==> config.mk <==
export PLATFORM = sky130hd
export DESIGN_NAME = hdlc_tx_abort
export DESIGN_NICKNAME = d
export VERILOG_FILES = /design/src/rtl/hdlc_tx_pkg.sv /design/src/rtl/hdlc_tx_fifo.sv /design/src/rtl/hdlc_crc16_step.sv /design/src/rtl/hdlc_tx_fsm.sv /design/src/rtl/hdlc_tx_abort.sv
export SDC_FILE = /design/constraint.sdc
export NUM_CORES = 1
export LEC_CHECK = 0
export ABC_AREA = 1
export CORE_MARGIN = 2
export CORE_UTILIZATION = 57
export CTS_CLUSTER_SIZE = 24
export DETAILED_ROUTE_END_ITERATION = 12
export PLACE_DENSITY = 0.73
export SYNTH_ARGS = -nofsm -noshare
export SYNTH_HDL_FRONTEND = slang
export SYNTH_SLANG_ARGS = --single-unit
==> constraint.sdc <==
create_clock -name clk -period 4.3 [get_ports clk]
set_input_delay 0.43 -clock clk [delete_from_list [all_inputs] [get_ports clk]]
set_output_delay 0.43 -clock clk [all_outputs]
set_load 0.02 [all_outputs]
==> src/rtl/hdlc_tx_pkg.sv <==
package hdlc_tx_pkg;

    localparam int          BYTE_W    = 8;
    localparam int          CRC_W     = 16;
    localparam int          RUN_LIMIT = 5;
    localparam logic [7:0]  FLAG_BYTE = 8'h7E;
    localparam logic [15:0] CRC_POLY  = 16'h8408;
    localparam logic [15:0] CRC_SEED  = 16'hFFFF;

    typedef enum logic [2:0] {
        ST_FLAG,
        ST_DATA,
        ST_CRC,
        ST_TAIL,
        ST_ABORT
    } tx_state_e;

    typedef struct packed {
        logic       eom;
        logic [7:0] data;
    } fifo_word_t;

endpackage

==> src/rtl/hdlc_tx_fifo.sv <==
module hdlc_tx_fifo
    import hdlc_tx_pkg::*;
#(
    parameter int DEPTH = 64
) (
    input  logic       clk,
    input  logic       rst_n,
    input  logic       wr_en,
    input  fifo_word_t wr_word,
    input  logic       rd_en,
    output fifo_word_t rd_word,
    output logic       full,
    output logic       empty
);

    localparam int AW = $clog2(DEPTH);
    localparam int CW = AW + 1;

    fifo_word_t    mem [DEPTH];
    logic [AW-1:0] wr_ptr;
    logic [AW-1:0] rd_ptr;
    logic [CW-1:0] count;
    logic          do_wr;
    logic          do_rd;

    assign full    = (count == CW'(DEPTH));
    assign empty   = (count == '0);
    assign do_wr   = wr_en && !full;
    assign do_rd   = rd_en && !empty;
    assign rd_word = mem[rd_ptr];

    always_ff @(posedge clk) begin
        if (do_wr) begin
            mem[wr_ptr] <= wr_word;
        end
    end

    always_ff @(posedge clk) begin
        if (!rst_n) begin
            wr_ptr <= '0;
            rd_ptr <= '0;
            count  <= '0;
        end else begin
            if (do_wr) begin
                wr_ptr <= (wr_ptr == AW'(DEPTH - 1)) ? '0 : wr_ptr + 1'b1;
            end
            if (do_rd) begin
                rd_ptr <= (rd_ptr == AW'(DEPTH - 1)) ? '0 : rd_ptr + 1'b1;
            end
            unique case ({do_wr, do_rd})
                2'b10:   count <= count + 1'b1;
                2'b01:   count <= count - 1'b1;
                default: count <= count;
            endcase
        end
    end


    drop_when_full_chk: assert property (@(posedge clk) disable iff (!rst_n)
        (full && wr_en && !rd_en) |=> (count == $past(count)));


    flags_exclusive_chk: assert property (@(posedge clk) disable iff (!rst_n)
        !(full && empty));

endmodule

==> src/rtl/hdlc_crc16_step.sv <==
module hdlc_crc16_step
    import hdlc_tx_pkg::*;
#(
    parameter logic [15:0] POLY = CRC_POLY
) (
    input  logic [15:0] crc_in,
    input  logic        bit_in,
    output logic [15:0] crc_out
);

    logic feedback;

    always_comb begin
        feedback = crc_in[0] ^ bit_in;
        crc_out  = {1'b0, crc_in[15:1]} ^ (feedback ? POLY : 16'h0000);
    end

endmodule

==> src/rtl/hdlc_tx_fsm.sv <==
module hdlc_tx_fsm
    import hdlc_tx_pkg::*;
(
    input  logic       clk,
    input  logic       rst_n,
    input  logic       bit_en,
    input  logic       fifo_empty,
    input  fifo_word_t fifo_word,
    input  logic       udr_rd,
    output logic       fifo_pop,
    output logic       tx_bit,
    output logic       udr_evt
);

    tx_state_e   state_q, state_n;
    logic [15:0] sh_q, sh_n;
    logic [4:0]  cnt_q, cnt_n;
    logic [2:0]  ones_q, ones_n;
    logic [15:0] crc_q, crc_n;
    logic        eom_q, eom_n;
    logic        tx_bit_q, tx_bit_n;
    logic        udr_q, udr_n;
    logic        udr_set;
    logic [15:0] crc_step;
    logic [2:0]  ones_inc;
    logic        need_stuff;

    hdlc_crc16_step #(.POLY(CRC_POLY)) u_crc (
        .crc_in  (crc_q),
        .bit_in  (sh_q[0]),
        .crc_out (crc_step)
    );

    assign ones_inc   = sh_q[0] ? ones_q + 3'd1 : 3'd0;
    assign need_stuff = (ones_q == 3'(RUN_LIMIT));

    always_ff @(posedge clk) begin
        if (!rst_n) begin
            state_q  <= ST_FLAG;
            sh_q     <= {8'h00, FLAG_BYTE};
            cnt_q    <= 5'd8;
            ones_q   <= '0;
            crc_q    <= CRC_SEED;
            eom_q    <= 1'b0;
            tx_bit_q <= 1'b1;
            udr_q    <= 1'b0;
        end else begin
            state_q  <= state_n;
            sh_q     <= sh_n;
            cnt_q    <= cnt_n;
            ones_q   <= ones_n;
            crc_q    <= crc_n;
            eom_q    <= eom_n;
            tx_bit_q <= tx_bit_n;
            udr_q    <= udr_n;
        end
    end

    always_comb begin
        state_n  = state_q;
        sh_n     = sh_q;
        cnt_n    = cnt_q;
        ones_n   = ones_q;
        crc_n    = crc_q;
        eom_n    = eom_q;
        tx_bit_n = tx_bit_q;
        fifo_pop = 1'b0;
        udr_set  = 1'b0;
        if (bit_en) begin
            unique case (state_q)
                ST_FLAG: begin
                    tx_bit_n = sh_q[0];
                    sh_n     = {1'b0, sh_q[15:1]};
                    cnt_n    = cnt_q - 5'd1;
                    if (cnt_q == 5'd1) begin
                        cnt_n = 5'd8;
                        if (!fifo_empty) begin
                            fifo_pop = 1'b1;
                            sh_n     = {8'h00, fifo_word.data};
                            eom_n    = fifo_word.eom;
                            ones_n   = '0;
                            crc_n    = CRC_SEED;
                            state_n  = ST_DATA;
                        end else begin
                            sh_n = {8'h00, FLAG_BYTE};
                        end
                    end
                end
                ST_DATA, ST_CRC: begin
                    if (need_stuff) begin
                        tx_bit_n = 1'b0;
                        ones_n   = '0;
                    end else begin
                        tx_bit_n = sh_q[0];
                        sh_n     = {1'b0, sh_q[15:1]};
                        cnt_n    = cnt_q - 5'd1;
                        ones_n   = ones_inc;
                        if (state_q == ST_DATA) begin
                            crc_n = crc_step;
                        end
                        if (cnt_q == 5'd1) begin
                            if (state_q == ST_CRC) begin
                                sh_n  = {8'h00, FLAG_BYTE};
                                cnt_n = 5'd8;
                                state_n = (ones_inc == 3'(RUN_LIMIT)) ? ST_TAIL : ST_FLAG;
                            end else if (eom_q) begin
                                sh_n    = ~crc_step;
                                cnt_n   = 5'd16;
                                state_n = ST_CRC;
                            end else if (!fifo_empty) begin
                                fifo_pop = 1'b1;
                                sh_n     = {8'h00, fifo_word.data};
                                eom_n    = fifo_word.eom;
                                cnt_n    = 5'd8;
                            end else begin
                                udr_set = 1'b1;
                                cnt_n   = 5'd8;
                                state_n = ST_ABORT;
                            end
                        end
                    end
                end
                ST_TAIL: begin
                    tx_bit_n = 1'b0;
                    ones_n   = '0;
                    sh_n     = {8'h00, FLAG_BYTE};
                    cnt_n    = 5'd8;
                    state_n  = ST_FLAG;
                end
                ST_ABORT: begin
                    tx_bit_n = 1'b1;
                    cnt_n    = cnt_q - 5'd1;
                    if (cnt_q == 5'd1) begin
                        sh_n    = {8'h00, FLAG_BYTE};
                        cnt_n   = 5'd8;
                        ones_n  = '0;
                        state_n = ST_FLAG;
                    end
                end
                default: state_n = ST_FLAG;
            endcase
        end
        udr_n = udr_set ? 1'b1 : (udr_rd ? 1'b0 : udr_q);
    end

    assign tx_bit  = tx_bit_q;
    assign udr_evt = udr_q;


    abort_ones_chk: assert property (@(posedge clk) disable iff (!rst_n)
        (state_q == ST_ABORT && bit_en) |=> tx_bit);


    udr_from_data_chk: assert property (@(posedge clk) disable iff (!rst_n)
        $rose(udr_evt) |-> ($past(state_q) == ST_DATA && $past(fifo_empty)));


    udr_clear_chk: assert property (@(posedge clk) disable iff (!rst_n)
        (udr_rd && !udr_set) |=> !udr_evt);


    stuff_zero_chk: assert property (@(posedge clk) disable iff (!rst_n)
        (state_q inside {ST_DATA, ST_CRC} && need_stuff && bit_en) |=> !tx_bit);


    hold_no_strobe_chk: assert property (@(posedge clk) disable iff (!rst_n)
        !bit_en |=> ($stable(tx_bit) && $stable(state_q)));

endmodule

==> src/rtl/hdlc_tx_abort.sv <==
module hdlc_tx_abort
    import hdlc_tx_pkg::*;
#(
    parameter int DEPTH = 64
) (
    input  logic       clk,
    input  logic       rst_n,
    input  logic       wr_en,
    input  logic [7:0] wr_data,
    input  logic       wr_eom,
    output logic       tx_full,
    output logic       tx_empty,
    input  logic       bit_en,
    output logic       tx_bit,
    input  logic       udr_rd,
    output logic       udr_evt
);

    fifo_word_t in_word;
    fifo_word_t head_word;
    logic       pop;

    assign in_word = '{eom: wr_eom, data: wr_data};

    hdlc_tx_fifo #(.DEPTH(DEPTH)) u_fifo (
        .clk     (clk),
        .rst_n   (rst_n),
        .wr_en   (wr_en),
        .wr_word (in_word),
        .rd_en   (pop),
        .rd_word (head_word),
        .full    (tx_full),
        .empty   (tx_empty)
    );

    hdlc_tx_fsm u_fsm (
        .clk        (clk),
        .rst_n      (rst_n),
        .bit_en     (bit_en),
        .fifo_empty (tx_empty),
        .fifo_word  (head_word),
        .udr_rd     (udr_rd),
        .fifo_pop   (pop),
        .tx_bit     (tx_bit),
        .udr_evt    (udr_evt)
    );

endmodule

; After elaboration in Yosys (flattened, before gate mapping)
; Memory sizes are Yosys's and may differ from the RTL's. A register that Yosys moved wholly into a read port is not among the register bits.
; Cells that the tools add are included.
[totals]
input_bits = 14
ff_bits = 65
wordCells = 131
out_inout_bits = 4
mem_count = 1
mem_bits_rw = 576
[op_classes]
addsub = 6
eq_ne = 20
n_reduce_logical = 20
mux = 70
bitwise = 3
[mem_list]
columns = memory, depth, width, rd, rd_ports_with_merged_regs, wr, line_no
row1 = u_fifo.mem, 64, 9, 1, 1, 1, hdlc_tx_fifo.sv:19  ; fifo_word_t mem [DEPTH];
[op_table]
columns = operator, count
row1 = $mux 16, 11
row2 = $pmux 16 s4, 1
row3 = $mux 3, 12
row4 = $pmux 16 s2, 1
row5 = $mux 1, 26
row6 = $mux 5, 5
row7 = $mux 6, 4
row8 = $not 16->16, 1
row9 = $xor 15x16->16, 1
row10 = $mux 15, 1
row11 = $pmux 5 s3, 1
row12 = $pmux 7 s2, 1
row13 = $reduce_and 7->1, 2
row14 = $add 6x1->6 const B, 2
row15 = $eq 6x6->1 const B, 2
row16 = $pmux 3 s4, 1
row17 = $eq 3x3->1 const B, 3
row18 = $pmux 3 s3, 1
row19 = $mux 8, 1
row20 = $ne 2x1->1 const B, 4
row21 = $add 7x1->7 const B, 1
row22 = $eq 7x7->1 const B, 1
row23 = $logic_not 7->1, 1
row24 = $sub 7x1->7 const B, 1
row25 = other kinds (25), 34

; Longest topological paths before layout
[depth]
word_depth = 11
depth_mapped = 20
mapped_depth_nobuf = 19

; Cells and area by module
; From an unflattened synthesis, not the netlist that was laid out.
[unflattened]
cells_unflattened = 2653
area_unflattened_um2 = 27622.7
[modules_own_cells]
columns = module, area_each_um2, seq_area_each_um2, cells_per_inst, instances
row1 = hdlc_tx_fifo, 24763.8, 17797.1, 2196, 1
row2 = hdlc_tx_fsm, 2692.6, 920.9, 428, 1
row3 = hdlc_crc16_step, 166.4, 0.0, 29, 1

; Worst setup path after synthesis
; No wires, ideal clock.
[synth_path]
path_type = register to register
from = register u_fifo.count[0]
to = register u_fifo.count[6]
t_required_ps = 4230
setup_slack_ps = 1255
stages_incl_launch_ff = 18
arrival_ps = 2974
cell_sequence = dfxtp_1 -> nor2_1 -> nand3_1 -> nor3b_1 -> nor2_1 -> buf_2 -> inv_1 -> ha_1 -> buf_4 -> xor2_1 -> ha_1 -> a21oi_1 -> o211ai_2 -> nand2_1 -> o21ai_1 -> xor2_1 -> nand2_1 -> a21oi_1
[synth_between]
word_cells_on_any_way = 20
cone_classes = add/sub (2) / eq/ne (3) / mux (9) / reduce/logical (6)
[synth_lines]
columns = element, line_no
row1 = from (decl), hdlc_tx_fifo.sv:22  ; logic [CW-1:0] count;
row2 = from (signal assigned), hdlc_tx_fifo.sv:51  ; 2'b10: count <= count + 1'b1;
row3 = from (signal assigned), hdlc_tx_fifo.sv:52  ; 2'b01: count <= count - 1'b1;
row4 = from (signal assigned), hdlc_tx_fifo.sv:53  ; default: count <= count;
row5 = $eq 7x7->1 *, hdlc_tx_fifo.sv:26  ; assign full = (count == CW'(DEPTH));
row6 = net tx_full, hdlc_tx_abort.sv:11  ; output logic tx_full,
row7 = $logic_not 1->1 *, hdlc_tx_fifo.sv:28  ; assign do_wr = wr_en && !full;
row8 = $logic_and 1x1->1 *, hdlc_tx_fifo.sv:28
row9 = $eq 2x1->1 / $eq 2x2->1 (equally long branches), hdlc_tx_fifo.sv:50  ; unique case ({do_wr, do_rd})
row10 = $pmux 7 s2 / $reduce_bool 2->1 (equally long branches), -
; Mark *: on every way through the listed nets, which the timed path passes. The rest lies on a longest branch.
; A chain may end at the register's enable or synchronous reset.

; Worst setup path in the final report
[layout_path]
from = register u_fifo.count[2]
to = register u_fifo.count[6]
[layout_between]
elab_chain_len = 11
word_cells_on_any_way = 20
cone_classes = add/sub (2) / eq/ne (3) / mux (9) / reduce/logical (6)
[layout_lines]
columns = element, line_no
row1 = $logic_not 7->1, hdlc_tx_fifo.sv:27  ; assign empty = (count == '0);
row2 = $mux 1, "hdlc_tx_fsm.sv:77, hdlc_tx_fsm.sv:110"
row3 = $mux 1, hdlc_tx_fsm.sv:106  ; end else if (eom_q) begin
row4 = $mux 1, hdlc_tx_fsm.sv:102  ; if (state_q == ST_CRC) begin
row5 = $mux 1, hdlc_tx_fsm.sv:101  ; if (cnt_q == 5'd1) begin
row6 = $mux 1, hdlc_tx_fsm.sv:90  ; if (need_stuff) begin
row7 = $pmux 1 s2, hdlc_tx_fsm.sv:70  ; unique case (state_q)
row8 = $mux 1, hdlc_tx_fsm.sv:69  ; if (bit_en) begin
row9 = $logic_and 1x1->1, hdlc_tx_fifo.sv:29  ; assign do_rd = rd_en && !empty;
row10 = $eq 2x1->1 / $eq 2x2->1 (equally long branches), hdlc_tx_fifo.sv:50
row11 = $pmux 7 s2 / $reduce_bool 2->1 (equally long branches), -
; Several ways; a longest one is shown, not always the timed one.

==> results.sh <==
export IMPL_area_growth_pct=11.3
export IMPL_fin_crit_sh_pct=77.8
export IMPL_tns_ps=0
export IMPL_fin_area_mm2=0.0299
export IMPL_drt_wl_total_um=67200
export IMPL_dpl_instance_area_mm2=0.0277
export IMPL_cts_tree="done"
export IMPL_first_global_vias=17815
export IMPL_num_rows=79
export IMPL_crit_path_end_kind="flop"
export IMPL_drc=0
export IMPL_ant_nets=0
export IMPL_critPathSlowestCell="nor2_1"
export IMPL_final_cell_mix="576 x edfxtp_1, 534 x nand2_1, 398 x nand3_1"
export IMPL_crit_arrival_ps=3780
export IMPL_max_stage_delay_ps=600
export IMPL_netlist_area_mm2=0.0268
export IMPL_tightest_slew_ps=1190
export IMPL_slew_violations=0
export IMPL_ios=18
export IMPL_cp_startpoint="u_fifo.count[2]"
export IMPL_synth_ff_type="edfxtp_1"
export IMPL_vias_per_cell=6.06
export IMPL_die_height_um=221
export IMPL_ys_warn_count=0
export IMPL_ys_types=48
export IMPL_skew_ps=26.5
export IMPL_syn_area_per_cell_um2=11.3
export IMPL_grt_pass1_wl_um=103000
export IMPL_postCtsHoldBufs=0
export IMPL_slew_limit_headroom_pct=20.9
export IMPL_grt_antenna_before_repair=0
export IMPL_dieArea_mm2=0.0488
export IMPL_cellPowerDensity_mw_per_mm2=438
export IMPL_grt_max_degree=162
export IMPL_core_area_mm2=0.0466
export IMPL_cts_setup_buffers=0
export IMPL_gp_routability_congestion=0.871
export IMPL_drive_gt1_share_pct=8.95
export IMPL_vias=18594
export IMPL_hold_viol_final=0
export IMPL_critPathLaunchType="flop"
export IMPL_worstSetupPathType="reg2reg"
export IMPL_synthArstFlopShare_pct=0
export IMPL_seq_area_frac_synth_pct=69.8
export IMPL_fp_dieW_um=221
export IMPL_numCtsBuffers=66
export IMPL_crit_buf_inv=2
export IMPL_leakagePower_nw=10.6
export IMPL_ir_drop_mv=0.452
export IMPL_dr_pass1_iters=8
export IMPL_htree_levels=3
export IMPL_maxCapViolCount=0
export IMPL_hp_start="wr_data[3]"
export IMPL_rsz0062_at_grt="false"
export IMPL_routedWlPerCell_um=21.9
export IMPL_nNetsFinal=2434
export IMPL_dp_hpwl_um=37900
export IMPL_status="completed"
export IMPL_r2r_start="u_fifo.count[2]"
export IMPL_n_antenna_cell=0
export IMPL_final_common_cell="edfxtp_1"
export IMPL_setup_violations=0
export IMPL_cp_cell_sequence="inv_1 -> nand3_1 -> nor3b_1 -> nor2_1 -> inv_1 -> ha_1 -> xor2_1 -> ha_1 -> a21oi_1 -> o211ai_2 -> nand2_1 -> o21ai_1 -> xor2_1 -> nand2_1 -> a21oi_1"
export IMPL_ys_ff_latch=647
export IMPL_initial_core_util_pct=57.6
export IMPL_period_minus_slack_ps=3340
export IMPL_post_cts_resized=0
export IMPL_cts_root_buf="clkbuf_16"
export IMPL_portBuffers=17
export IMPL_clock_path_buffers=3
export IMPL_synth_edff_count=576
export IMPL_hp_class="in2reg"
export IMPL_drt_iter0_drc=2420
export IMPL_cts_sinks=647
export IMPL_cp_data_required_time_ps=4740
export IMPL_cpLargestDelayFamily="simple AND/OR/NAND/NOR gates"
export IMPL_syn_inst=2378
export IMPL_clk_pin_slew_ps=60
export IMPL_path_max_fanout=12
export IMPL_clock_latency_ps=590
export IMPL_track_usage_pct=27.2
export IMPL_fmax_mhz=299
export IMPL_syn_num_nets=2401
export IMPL_grt_ovfl_total=0
[registers in the layout, summed over array words and instances, names as in the netlist, 3 cells and up, named ones only]
register,flops
u_fifo.rd_ptr,6
u_fsm.ones_q,3
u_fifo.count,7
u_fsm.crc_q,16
u_fsm.state_q,3
u_fifo.mem,576
u_fifo.wr_ptr,6
u_fsm.sh_q,16
u_fsm.cnt_q,5
[worst register-to-register path: stages (launching register included)]
cell and delay [ps]:
dfxtp_1 390, inv_1 70, nand3_1 180, nor3b_1 90
nor2_1 600, inv_1 240, ha_1 410, xor2_1 210
ha_1 210, a21oi_1 230, o211ai_2 140, nand2_1 90
o21ai_1 70, xor2_1 150, nand2_1 60, a21oi_1 50
[power breakdown]
| part | total (W) | switching (W) | internal (W) |
|---|---|---|---|
| clock | 0.00563 | 0.00233 | 0.00330 |
| sequential | 0.00692 | 0.0000336 | 0.00688 |
| combinational | 0.000529 | 0.000393 | 0.000136 |
[synth_stat cells (all sizes together) (14+ instances only)]
master  number  area, um2
a21oi       60        300
buf        107        592
clkbuf      31        116
dfxtp       71       1420
edfxtp     576      17300
inv         81        309
nand2      538       2040
nand3      401       2030
nor2       209        813
nor3        14       91.3
o21ai      170        862
o221ai      29        254
o22ai       23        144
[metal layers]
layer	global-route usage (%)	share of wire (%)	routed length, um
met2	42.7	47	31700
met3	4.47	9.5	6400
met1	37.9	39	26500
met5	0	0	0
met4	11.8	3.8	2580
[stage by stage]
step                      hold slack, ps  worst slack (ps)  util [%]  total power, W  std cells
after floorplan                      430              1260         -         0.00734       2378
after global placement               440               834      59.6         0.00755       2950
after detailed placement             451               775      59.6         0.00757       2950
after CTS                            408               988      64.1          0.0131       3066
after global routing                 426               641      64.1          0.0134       3066
final                                431               955      64.1          0.0131       3066
[cell type report]
cell class | count | area [um2]
Sequential cell | 647 | 18700
Fill cell | 3469 | 16700
Multi-Input combinational cell | 1509 | 7090
Clock buffer | 86 | 1830
Timing Repair Buffer | 103 | 846
Tap cell | 607 | 759
Inverter | 84 | 330
Clock inverter | 30 | 273
[cells by family (layout without fill, tap and decap cells)]
| logic type | count (synthesis) | after routing | synth area share [%] |
|---|---|---|---|
| compound gates | 303 | 303 | 6.43 |
| xor+xnor | 16 | 16 | 0.522 |
| buf+inv | 222 | 303 | 3.83 |
| fa+ha+maj | 9 | 9 | 0.420 |
| simple gates | 1181 | 1181 | 19.0 |
| flops | 647 | 647 | 69.8 |
[final timing paths]
path                            slack, ps  cells after the start                 to
worst min-delay path                  430                      1  u_fifo.mem[50][3]
worst max-delay path                  960                     15    u_fifo.count[6]
worst max register to register        960                     15    u_fifo.count[6]
worst min register to register        460                      2     u_fsm.sh_q[11]
No activity file was read; power rests on OpenSTA's default activity.
